--- src/rtl/i2cs_pkg.sv ---
package i2cs_pkg;
  localparam int BYTE_W = 8;
  localparam int ADDR_W = 7;

  typedef enum logic [2:0] {
    ST_IDLE,
    ST_ADDR,
    ST_ADDR_ACK,
    ST_WDATA,
    ST_WACK,
    ST_RDATA,
    ST_RACK,
    ST_SKIP
  } i2cs_state_e;

  typedef struct packed {
    logic start;
    logic stop;
    logic rise;
    logic fall;
    logic scl;
    logic sda;
  } bus_evt_t;
endpackage

--- src/rtl/i2cs_line_filter.sv ---
module i2cs_line_filter #(
  parameter int SYNC_STAGES = 2,
  parameter int FILT_LEN    = 3
) (
  input  logic clk,
  input  logic srst,
  input  logic line_i,
  output logic line_o
);
  localparam int CNT_W = $clog2(FILT_LEN + 1);
  localparam int SMSB  = SYNC_STAGES - 1;

  logic [SYNC_STAGES-1:0] sync_q;
  logic [CNT_W-1:0]       run_cnt;
  logic                   line_q;

  // metastability chain
  always_ff @(posedge clk) begin
    if (srst) sync_q <= '1;
    else      sync_q <= {sync_q[SYNC_STAGES-2:0], line_i};
  end

  // accept a new level only after FILT_LEN consecutive differing samples
  always_ff @(posedge clk) begin
    if (srst) begin
      line_q  <= 1'b1;
      run_cnt <= '0;
    end else if (sync_q[SMSB] == line_q) begin
      run_cnt <= '0;
    end else if (run_cnt == CNT_W'(FILT_LEN - 1)) begin
      line_q  <= sync_q[SMSB];
      run_cnt <= '0;
    end else begin
      run_cnt <= run_cnt + CNT_W'(1);
    end
  end

  assign line_o = line_q;
endmodule

--- src/rtl/i2cs_bus_events.sv ---
module i2cs_bus_events
  import i2cs_pkg::*;
(
  input  logic     clk,
  input  logic     srst,
  input  logic     scl_i,
  input  logic     sda_i,
  output bus_evt_t evt
);
  logic scl_q, sda_q;

  always_ff @(posedge clk) begin
    if (srst) begin
      scl_q <= 1'b1;
      sda_q <= 1'b1;
    end else begin
      scl_q <= scl_i;
      sda_q <= sda_i;
    end
  end

  always_comb begin
    evt.scl   = scl_i;
    evt.sda   = sda_i;
    evt.rise  = scl_i & ~scl_q;
    evt.fall  = ~scl_i & scl_q;
    evt.start = scl_i & scl_q & sda_q & ~sda_i;
    evt.stop  = scl_i & scl_q & ~sda_q & sda_i;
  end
endmodule

--- src/rtl/i2cs_byte_engine.sv ---
module i2cs_byte_engine
  import i2cs_pkg::*;
#(
  parameter logic [ADDR_W-1:0] DEV_ADDR = 7'h71,
  parameter int                CTRL_W   = 4
) (
  input  logic              clk,
  input  logic              rst,
  input  bus_evt_t          evt,
  input  logic [BYTE_W-1:0] rd_byte,
  output logic              wr_stb,
  output logic [CTRL_W-1:0] wr_data,
  output logic              sda_oe
);
  localparam int BC_W = $clog2(BYTE_W + 1);

  i2cs_state_e        st;
  logic [BC_W-1:0]    bitcnt;
  logic [BYTE_W-1:0]  shreg;
  logic               rw_flag;
  logic               mst_ack;
  logic               byte_done;

  assign byte_done = (bitcnt == BC_W'(BYTE_W));

  always_ff @(posedge clk) begin
    if (rst) begin
      st      <= ST_IDLE;
      bitcnt  <= '0;
      shreg   <= '0;
      rw_flag <= 1'b0;
      mst_ack <= 1'b0;
      sda_oe  <= 1'b0;
      wr_stb  <= 1'b0;
      wr_data <= '0;
    end else begin
      wr_stb <= 1'b0;
      if (evt.start) begin
        st     <= ST_ADDR;
        bitcnt <= '0;
        sda_oe <= 1'b0;
      end else if (evt.stop) begin
        st     <= ST_IDLE;
        sda_oe <= 1'b0;
      end else begin
        case (st)
          ST_ADDR: begin
            if (evt.rise) begin
              shreg  <= {shreg[BYTE_W-2:0], evt.sda};
              bitcnt <= bitcnt + BC_W'(1);
            end else if (evt.fall && byte_done) begin
              if (shreg[BYTE_W-1:1] == DEV_ADDR) begin
                rw_flag <= shreg[0];
                sda_oe  <= 1'b1;
                st      <= ST_ADDR_ACK;
              end else begin
                st <= ST_SKIP;
              end
            end
          end
          ST_ADDR_ACK: begin
            if (evt.fall) begin
              bitcnt <= '0;
              if (rw_flag) begin
                shreg  <= rd_byte;
                sda_oe <= ~rd_byte[BYTE_W-1];
                st     <= ST_RDATA;
              end else begin
                sda_oe <= 1'b0;
                st     <= ST_WDATA;
              end
            end
          end
          ST_WDATA: begin
            if (evt.rise) begin
              shreg  <= {shreg[BYTE_W-2:0], evt.sda};
              bitcnt <= bitcnt + BC_W'(1);
            end else if (evt.fall && byte_done) begin
              wr_stb  <= 1'b1;
              wr_data <= shreg[CTRL_W-1:0];
              sda_oe  <= 1'b1;
              st      <= ST_WACK;
            end
          end
          ST_WACK: begin
            if (evt.fall) begin
              sda_oe <= 1'b0;
              bitcnt <= '0;
              st     <= ST_WDATA;
            end
          end
          ST_RDATA: begin
            if (evt.rise) begin
              bitcnt <= bitcnt + BC_W'(1);
            end else if (evt.fall) begin
              if (byte_done) begin
                sda_oe <= 1'b0;
                st     <= ST_RACK;
              end else begin
                shreg  <= {shreg[BYTE_W-2:0], 1'b0};
                sda_oe <= ~shreg[BYTE_W-2];
              end
            end
          end
          ST_RACK: begin
            if (evt.rise) begin
              mst_ack <= ~evt.sda;
            end else if (evt.fall) begin
              if (mst_ack) begin
                shreg  <= rd_byte;
                sda_oe <= ~rd_byte[BYTE_W-1];
                bitcnt <= '0;
                st     <= ST_RDATA;
              end else begin
                st <= ST_SKIP;
              end
            end
          end
          default: ;
        endcase
      end
    end
  end

  AST_SDA_RISE_SCL_LOW: assert property (@(posedge clk) disable iff (rst)
    $rose(sda_oe) |-> !evt.scl);
  AST_SKIP_RELEASED: assert property (@(posedge clk) disable iff (rst)
    (st == ST_SKIP) |-> !sda_oe);
  AST_RACK_RELEASED: assert property (@(posedge clk) disable iff (rst)
    (st == ST_RACK) |-> !sda_oe);
endmodule

--- src/rtl/i2c_chansel_switch.sv ---
module i2c_chansel_switch
  import i2cs_pkg::*;
#(
  parameter logic [6:0] DEV_ADDR    = 7'h71,
  parameter int         NUM_CH      = 4,
  parameter int         SYNC_STAGES = 2,
  parameter int         FILT_LEN    = 3
) (
  input  logic              clk,
  input  logic              srst,
  input  logic              dev_rst_n,
  input  logic              scl_i,
  input  logic              sda_i,
  output logic              sda_oe,
  output logic [NUM_CH-1:0] chan_en
);
  localparam int NLINES = 2;

  logic [1:0]        rst_sync;
  logic              rst_any;
  logic [NLINES-1:0] raw_lines, clean_lines;
  bus_evt_t          evt;
  logic              wr_stb;
  logic [NUM_CH-1:0] wr_data;
  logic [NUM_CH-1:0] ctrl_q;
  logic              pending;
  logic [BYTE_W-1:0] rd_byte;

  always_ff @(posedge clk) begin
    if (srst) rst_sync <= 2'b11;
    else      rst_sync <= {rst_sync[0], dev_rst_n};
  end
  assign rst_any = srst | ~rst_sync[1];

  assign raw_lines = {sda_i, scl_i};

  for (genvar g = 0; g < NLINES; g++) begin : g_filt
    i2cs_line_filter #(
      .SYNC_STAGES(SYNC_STAGES),
      .FILT_LEN   (FILT_LEN)
    ) u_filt (
      .clk   (clk),
      .srst  (srst),
      .line_i(raw_lines[g]),
      .line_o(clean_lines[g])
    );
  end

  i2cs_bus_events u_evt (
    .clk  (clk),
    .srst (rst_any),
    .scl_i(clean_lines[0]),
    .sda_i(clean_lines[1]),
    .evt  (evt)
  );

  assign rd_byte = BYTE_W'(ctrl_q);

  i2cs_byte_engine #(
    .DEV_ADDR(DEV_ADDR),
    .CTRL_W  (NUM_CH)
  ) u_eng (
    .clk    (clk),
    .rst    (rst_any),
    .evt    (evt),
    .rd_byte(rd_byte),
    .wr_stb (wr_stb),
    .wr_data(wr_data),
    .sda_oe (sda_oe)
  );

  // pending register and STOP-gated commit
  always_ff @(posedge clk) begin
    if (rst_any) begin
      ctrl_q  <= '0;
      pending <= 1'b0;
      chan_en <= '0;
    end else if (wr_stb) begin
      ctrl_q  <= wr_data;
      pending <= 1'b1;
    end else if (evt.stop && pending) begin
      chan_en <= ctrl_q;
      pending <= 1'b0;
    end
  end

  AST_DEVRST_CLEAR: assert property (@(posedge clk) disable iff (srst)
    !rst_sync[1] |=> (chan_en == '0 && ctrl_q == '0));
  AST_EN_HOLD_NO_STOP: assert property (@(posedge clk) disable iff (rst_any)
    !evt.stop |=> $stable(chan_en));
  AST_WRITE_NO_EN: assert property (@(posedge clk) disable iff (rst_any)
    wr_stb |=> $stable(chan_en));
  AST_STOP_COMMIT: assert property (@(posedge clk) disable iff (rst_any)
    (evt.stop && pending) |=> (chan_en == $past(ctrl_q)));
endmodule

--- config.mk ---
export PLATFORM = sky130hd
export DESIGN_NAME = i2c_chansel_switch
export DESIGN_NICKNAME = d
export VERILOG_FILES = /design/src/rtl/i2cs_pkg.sv /design/src/rtl/i2cs_line_filter.sv /design/src/rtl/i2cs_bus_events.sv /design/src/rtl/i2cs_byte_engine.sv /design/src/rtl/i2c_chansel_switch.sv
export SDC_FILE = /design/constraint.sdc
export NUM_CORES = 1
export LEC_CHECK = 0
export CAP_MARGIN = 20
export CORE_ASPECT_RATIO = 0.5
export CORE_MARGIN = 2
export CORE_UTILIZATION = 43
export DETAILED_ROUTE_END_ITERATION = 8
export HOLD_SLACK_MARGIN = 0.15
export PLACE_DENSITY_LB_ADDON = 0.1
export SLEW_MARGIN = 10
export SYNTH_ARGS = -nofsm -noshare
export SYNTH_HDL_FRONTEND = slang
export SYNTH_SLANG_ARGS = --single-unit
--- constraint.sdc ---
create_clock -name clk -period 2.2 [get_ports clk]
set_input_delay 0.44 -clock clk [delete_from_list [all_inputs] [get_ports clk]]
set_output_delay 0.44 -clock clk [all_outputs]
set_load 0.05 [all_outputs]
# Yosys cells after proc, flatten, opt, wreduce, memory -nomap -nowiden
# Index checks and enable logic that the tools add are counted.
# W data, S select, Z words.
[totals] ff_bits=46 input_bits=5 out_inout_bits=5 wordCells=163
[classes] addsub=3 n_eq_ne=41 mux=51 bitwise=21 n_reduce_logical=26
[op_table] cell="$mux W8" count=9
[op_table] cell="$mux W3" count=13
[op_table] cell="$reduce_and A12 Y1" count=3
[op_table] cell="$pmux W8 S4" count=1
[op_table] cell="$ne A4 B3 Y1 const B" count=7
[op_table] cell="$ne A2 B1 Y1 const B" count=13
[op_table] cell="$mux W4" count=5
[op_table] cell="$mux W1" count=19
[op_table] cell="$pmux W3 S6" count=1
[op_table] cell="$ne A4 B4 Y1 const B" count=4
[op_table] cell="$not A1 Y1" count=13
[op_table] cell="$reduce_and A13 Y1" count=1
[op_table] cell="$pmux W4 S3" count=1
[op_table] cell="$reduce_or A3 Y1" count=4
[op_table] cell="$ne A2 B2 Y1 const B" count=5
[op_table] cell="$eq A3 B3 Y1 const B" count=3
[op_table] cell="$reduce_bool A8 Y1" count=1
[op_table] cell="$and A1 B1 Y1" count=7
[op_table] cell="$eq A7 B7 Y1 const B" count=1
[op_table] cell="$reduce_and A7 Y1" count=1
[op_table] cell="$eq A3 B2 Y1 const B" count=2
[op_table] cell="$pmux W1 S6" count=1
[op_table] cell="$reduce_and A2 Y1" count=3
[op_table] cell="$reduce_and A6 Y1" count=1
[op_table] cell="other kinds (17)" count=23

# Longest topological paths before layout
[depth] ltp_word=8 ltp_mapped=6 mapped_depth_nobuf=6

# Cells and area by module
# From an unflattened synthesis, not the netlist that was laid out.
[hier_totals] hier_cells=252 hier_area_um2=2275.9
[modules_own_cells] mod="i2cs_byte_engine" instances=1 cells_each=171 area_per_inst_um2=1390.1 seq_area_each_um2=460.4
[modules_own_cells] mod="i2c_chansel_switch" instances=1 cells_each=43 area_per_inst_um2=452.9 seq_area_each_um2=220.2
[modules_own_cells] mod="i2cs_line_filter" instances=2 cells_each=14 area_per_inst_um2=166.4 seq_area_each_um2=100.1
[modules_own_cells] mod="i2cs_bus_events" instances=1 cells_each=10 area_per_inst_um2=100.1 seq_area_each_um2=40.0

# Worst setup path after synthesis
# OpenSTA, ideal clock, no wires.
[synth_timing] path_type="flip-flop to flip-flop" start="register g_filt[0].u_filt.line_q" end="register u_eng.bitcnt[2]" setup_time_ns=0.072 arrival_time_ns=1.587 t_required_ns=2.128 setup_slack_ns=0.541 path_stages_with_launch=7 n_path_buf=2 period_less_slack_ns=1.659 path_cell_list="dfxtp_1 buf_6 or3b_1 or3_1 buf_6 a21boi_4 mux2i_1"
[synth_between] elab_chain_cells=5 elab_cells_between_ends=15 classes_between="eq/ne: 4; bitwise: 9; reduce/logical: 2"
[synth_lines] item="start, declared" line="i2cs_line_filter.sv:15" source="logic line_q;"
[synth_lines] item="start signal, assigned" line="i2cs_line_filter.sv:31" source="line_q <= sync_q[SMSB];"
[synth_lines] item="$and A1 B1 Y1" line="i2cs_bus_events.sv:27, i2cs_bus_events.sv:28"
[synth_lines] item="$and A1 B1 Y1 (2 in a row)" line="i2cs_bus_events.sv:28" source="evt.stop = scl_i & scl_q & ~sda_q & sda_i;"
[synth_lines] item="$not A1 Y1 (no source line)"
[synth_lines] item="$reduce_and A7 Y1 (no source line)"
[synth_lines] item="end signal, assigned" line="i2cs_byte_engine.sv:50" source="bitcnt <= bitcnt + BC_W'(1);"
[synth_lines] item="end signal, assigned" line="i2cs_byte_engine.sv:77" source="bitcnt <= bitcnt + BC_W'(1);"
[synth_lines] item="end signal, assigned" line="i2cs_byte_engine.sv:94" source="bitcnt <= bitcnt + BC_W'(1);"
[synth_lines] item="end, declared" line="i2cs_byte_engine.sv:18" source="logic [BC_W-1:0] bitcnt;"
# Several ways; a longest one is shown, not always the timed one.
# A chain may end at the register's enable or synchronous reset.

# Worst setup path after layout
[layout_timing] start="register u_evt.scl_q" end="register u_eng.bitcnt[1]"
[layout_between] elab_chain_cells=5 elab_cells_between_ends=15 classes_between="eq/ne: 4; bitwise: 9; reduce/logical: 2"
[layout_lines] item="start, declared" line="i2cs_bus_events.sv:10" source="logic scl_q, sda_q;"
[layout_lines] item="start signal, assigned" line="i2cs_bus_events.sv:17" source="scl_q <= scl_i;"
[layout_lines] item="$and A1 B1 Y1" line="i2cs_bus_events.sv:27, i2cs_bus_events.sv:28"
[layout_lines] item="$and A1 B1 Y1 (2 in a row)" line="i2cs_bus_events.sv:28"
[layout_lines] item="$not A1 Y1 (no source line)"
[layout_lines] item="$reduce_and A7 Y1 (no source line)"
# Several ways; a longest one is shown, not always the timed one.

==> impl_metrics.yaml <==
clock_tree:
  post_cts_resized: 0
  max-clock-path-buffers: 2
  post-cts-setup-buffers: 0
  cts_root_buf: "clkbuf_8"
  cts_hold_buf: 0
  cts_tree: "yes"
  cts_buffers: 5
  clk_pin_slew_ns: 0.08
  clock_latency_ns: 0.30
  htreeDepth: 2
  clock-sinks: 46
drt:
  via_count: 1641
  drt_iter0_drc: 80
  drt_pre_antenna_iters: 4
  avgRoutedWirePerCell_um: 13.4
  antenna_left: 0
  drt-total-wl_um: 4250
  route.detailed.drc: 0
  avgViaCountPerCell: 5.18
pwr:
  p_total_uw: 1510
  p_per_area_mw_per_mm2: 606
  pwr-share-seq_pct: 55.7
  clock_power_share_pct: 41.1
  switchingPower_uw: 310
  ir_worst_vdd_v: 0.000359
  switching_share_pct: 20.5
  pwr-share-comb_pct: 3.3
  p_int_uw: 1200
  p_leak_uw: 0.000837
critical_path:
  rr_startpoint: "u_evt.scl_q$_SDFF_PP1_"
  crit_end: "u_eng.bitcnt[1]$_SDFFE_PP0P_"
  setup.worst_path.end_class: "register"
  cp.arrival_ns: 2.16
  critPathLaunchType: "register"
  crit_start: "u_evt.scl_q$_SDFF_PP1_"
  reg2regPathDepth: 4
  cp_max_fo: 11
  r2r_end: "u_eng.bitcnt[1]$_SDFFE_PP0P_"
  rrSetupSlack_ns: 0.24
  cp.required_ns: 2.40
  crit_type: "reg2reg"
synth:
  synth_ff_type: "dfxtp_1"
  synth_top_area_share_pct: 41.6
  synth-seq-cells: 46
  yosys.cell_types.count: 57
  syn_area_mm2: 0.00221
  async_flop_share_pct: 0
  seq_area_frac_synth_pct: 41.6
  syn_inst: 235
  synth_edf_count: 0
  avgSynthCellArea_um2: 9.41
  syn-num-nets: 244
  yosys-top-cells-area: "dfxtp_1 (42%), mux2i_1 (11%), nand2_1 (3.4%)"
  synth_top_cell_by_area: "dfxtp_1"
  synth_common_cells: "dfxtp_1 (46), mux2i_1 (25), nand2_1 (20), nor2_1 (20)"
  yosys_warnings: 0
  yosysMostFrequentCell: "dfxtp_1"
final_layout:
  area_delta_synth_final_pct: 12.7
  nFillCells: 473
  utilization_pct: 50.6
  drive_gt1_share_pct: 13.4
  diodes: 0
  multi_input_area_mm2: 0.00118
  fin_nets: 255
  seq_area_um2: 921
timing:
  max_freq_mhz: 511
  hold_slack_ns: 0.410
  final-hold-violation-count: 0
  fin_crit_sh_pct: 89.0
  slew_viol_final: 0
  skew_ns: 0.00435
  fin_crit_ns: 1.96
  max-slew-margin-rel_pct: 61.2
  worst_pin_slew_ns: 0.580
  rsz0062_at_grt: "false"
  setup-violations-final: 0
  setup_tns_ns: 0
run:
  max_cap_violations: 0
floorplanning:
  start_util_pct: 44.9
  floorplan.rows: 18
  coreArea_mm2: 0.00493
  die_h_um: 54.7
  dieWidth_um: 105
  die_area_mm2: 0.00577
  ios: 10
global_route:
  grt_overflow: 0
  grt_usage_pct: 16.4
  antenna_found_initial: 0
  grt_pass1_wl_um: 7100
  grt_pass1_vias: 1473
  grt_max_degree: 18
worst_hold_path:
  min_from: "g_filt[0].u_filt.run_cnt[0]$_SDFF_PP0_"
  hold_path.class: "reg2reg"
run_status:
  status: "finished, final reports clean"
place:
  gp_congestion: 0.951
  portBuffers: 9
  dpl.hpwl_um: 3150
[critical path: stages (launching register included)]
cell     delay, ns
dfxtp_1       0.45
or3b_1        0.40
or3_1         0.57
and3_1        0.26
o21a_1        0.18
[logic make-up after synthesis]
group	share of synthesized area, %
and+or+nand+nor	24.3
DFF	41.6
AOI/OAI and AO/OA	13.0
muxes	12.8
buffers and inverters	4.86
adders and majority gates	2.26
xor gates and xnor gates	1.19
[final cells by class]
cell class,count,area share [%]
clock buffer,6,2.91
clock inverter,2,1.51
inverter,11,1.66
multi-input combinational,165,47.5
sequential,46,36.9
tap,70,3.51
timing repair buffer,17,6.02
[registers in the layout, indices dropped and copies added, names as in the netlist]
signal and cells:
g_filt.u_filt.run_cnt 4, rst_sync 2, u_eng.sda_oe 1, pending 1, u_eng.wr_data 4, u_eng.mst_ack 1, u_eng.st 3, g_filt.u_filt.line_o 2
u_eng.shreg 8, u_evt.sda_q 1, ctrl_q 4, g_filt.u_filt.sync_q 4, chan_en 4, u_eng.bitcnt 4, u_eng.rw_flag 1, u_eng.wr_stb 1
u_evt.scl_q 1
[metal layers]
layer | vias up | part of all wire [%] | track usage (%)
li1 | 847 | - | -
met1 | 734 | 55 | 23.3
met2 | 52 | 37 | 23.0
met3 | 8 | 5.5 | 4.52
met4 | 0 | 1.7 | 7.56
met5 | - | 0 | 0
[stage by stage]
stage	setup slack (ns)	std cells	area (um^2)
4_1_cts	0.257	317	2490
6_report	0.243	317	2490
5_1_grt	0.116	317	2490
3_5_place_dp	0.268	309	2380
3_3_place_gp	0.312	309	2380
2_1_floorplan	0.541	235	2210
[worst min path at each step]
stage,endpoint,cells past startpoint
3_3_place_gp,g_filt[1].u_filt.sync_q[1]$_SDFF_PP1_,1
6_report,g_filt[0].u_filt.run_cnt[0]$_SDFF_PP0_,1
2_1_floorplan,g_filt[0].u_filt.sync_q[1]$_SDFF_PP1_,1
3_5_place_dp,g_filt[0].u_filt.sync_q[1]$_SDFF_PP1_,1
5_1_grt,g_filt[1].u_filt.sync_q[1]$_SDFF_PP1_,1
4_1_cts,g_filt[0].u_filt.run_cnt[0]$_SDFF_PP0_,1
[cell usage in the layout (no fill, tap or decap), types with 4 or more instances in the layout]
cell type and count:
clkbuf_8 5, nand3_1 11, clkdlybuf4s50_1 9, nor2_1 20, nand2b_1 4, mux2i_1 25, dfxtp_1 46, inv_1 11
a21oi_1 9, or2_2 6, buf_4 8, ha_1 4, nand2_1 20
[power groups by stage]
stage	sequential, uW	clock, uW	combinational [uW]
floorplan	860	0	30.7
global placement	860	0	49.6
detailed placement	860	0	50.1
CTS	841	638	50.3
global route	842	673	55.4
finish	841	620	49.6
(Power assumes the default switching activity.)
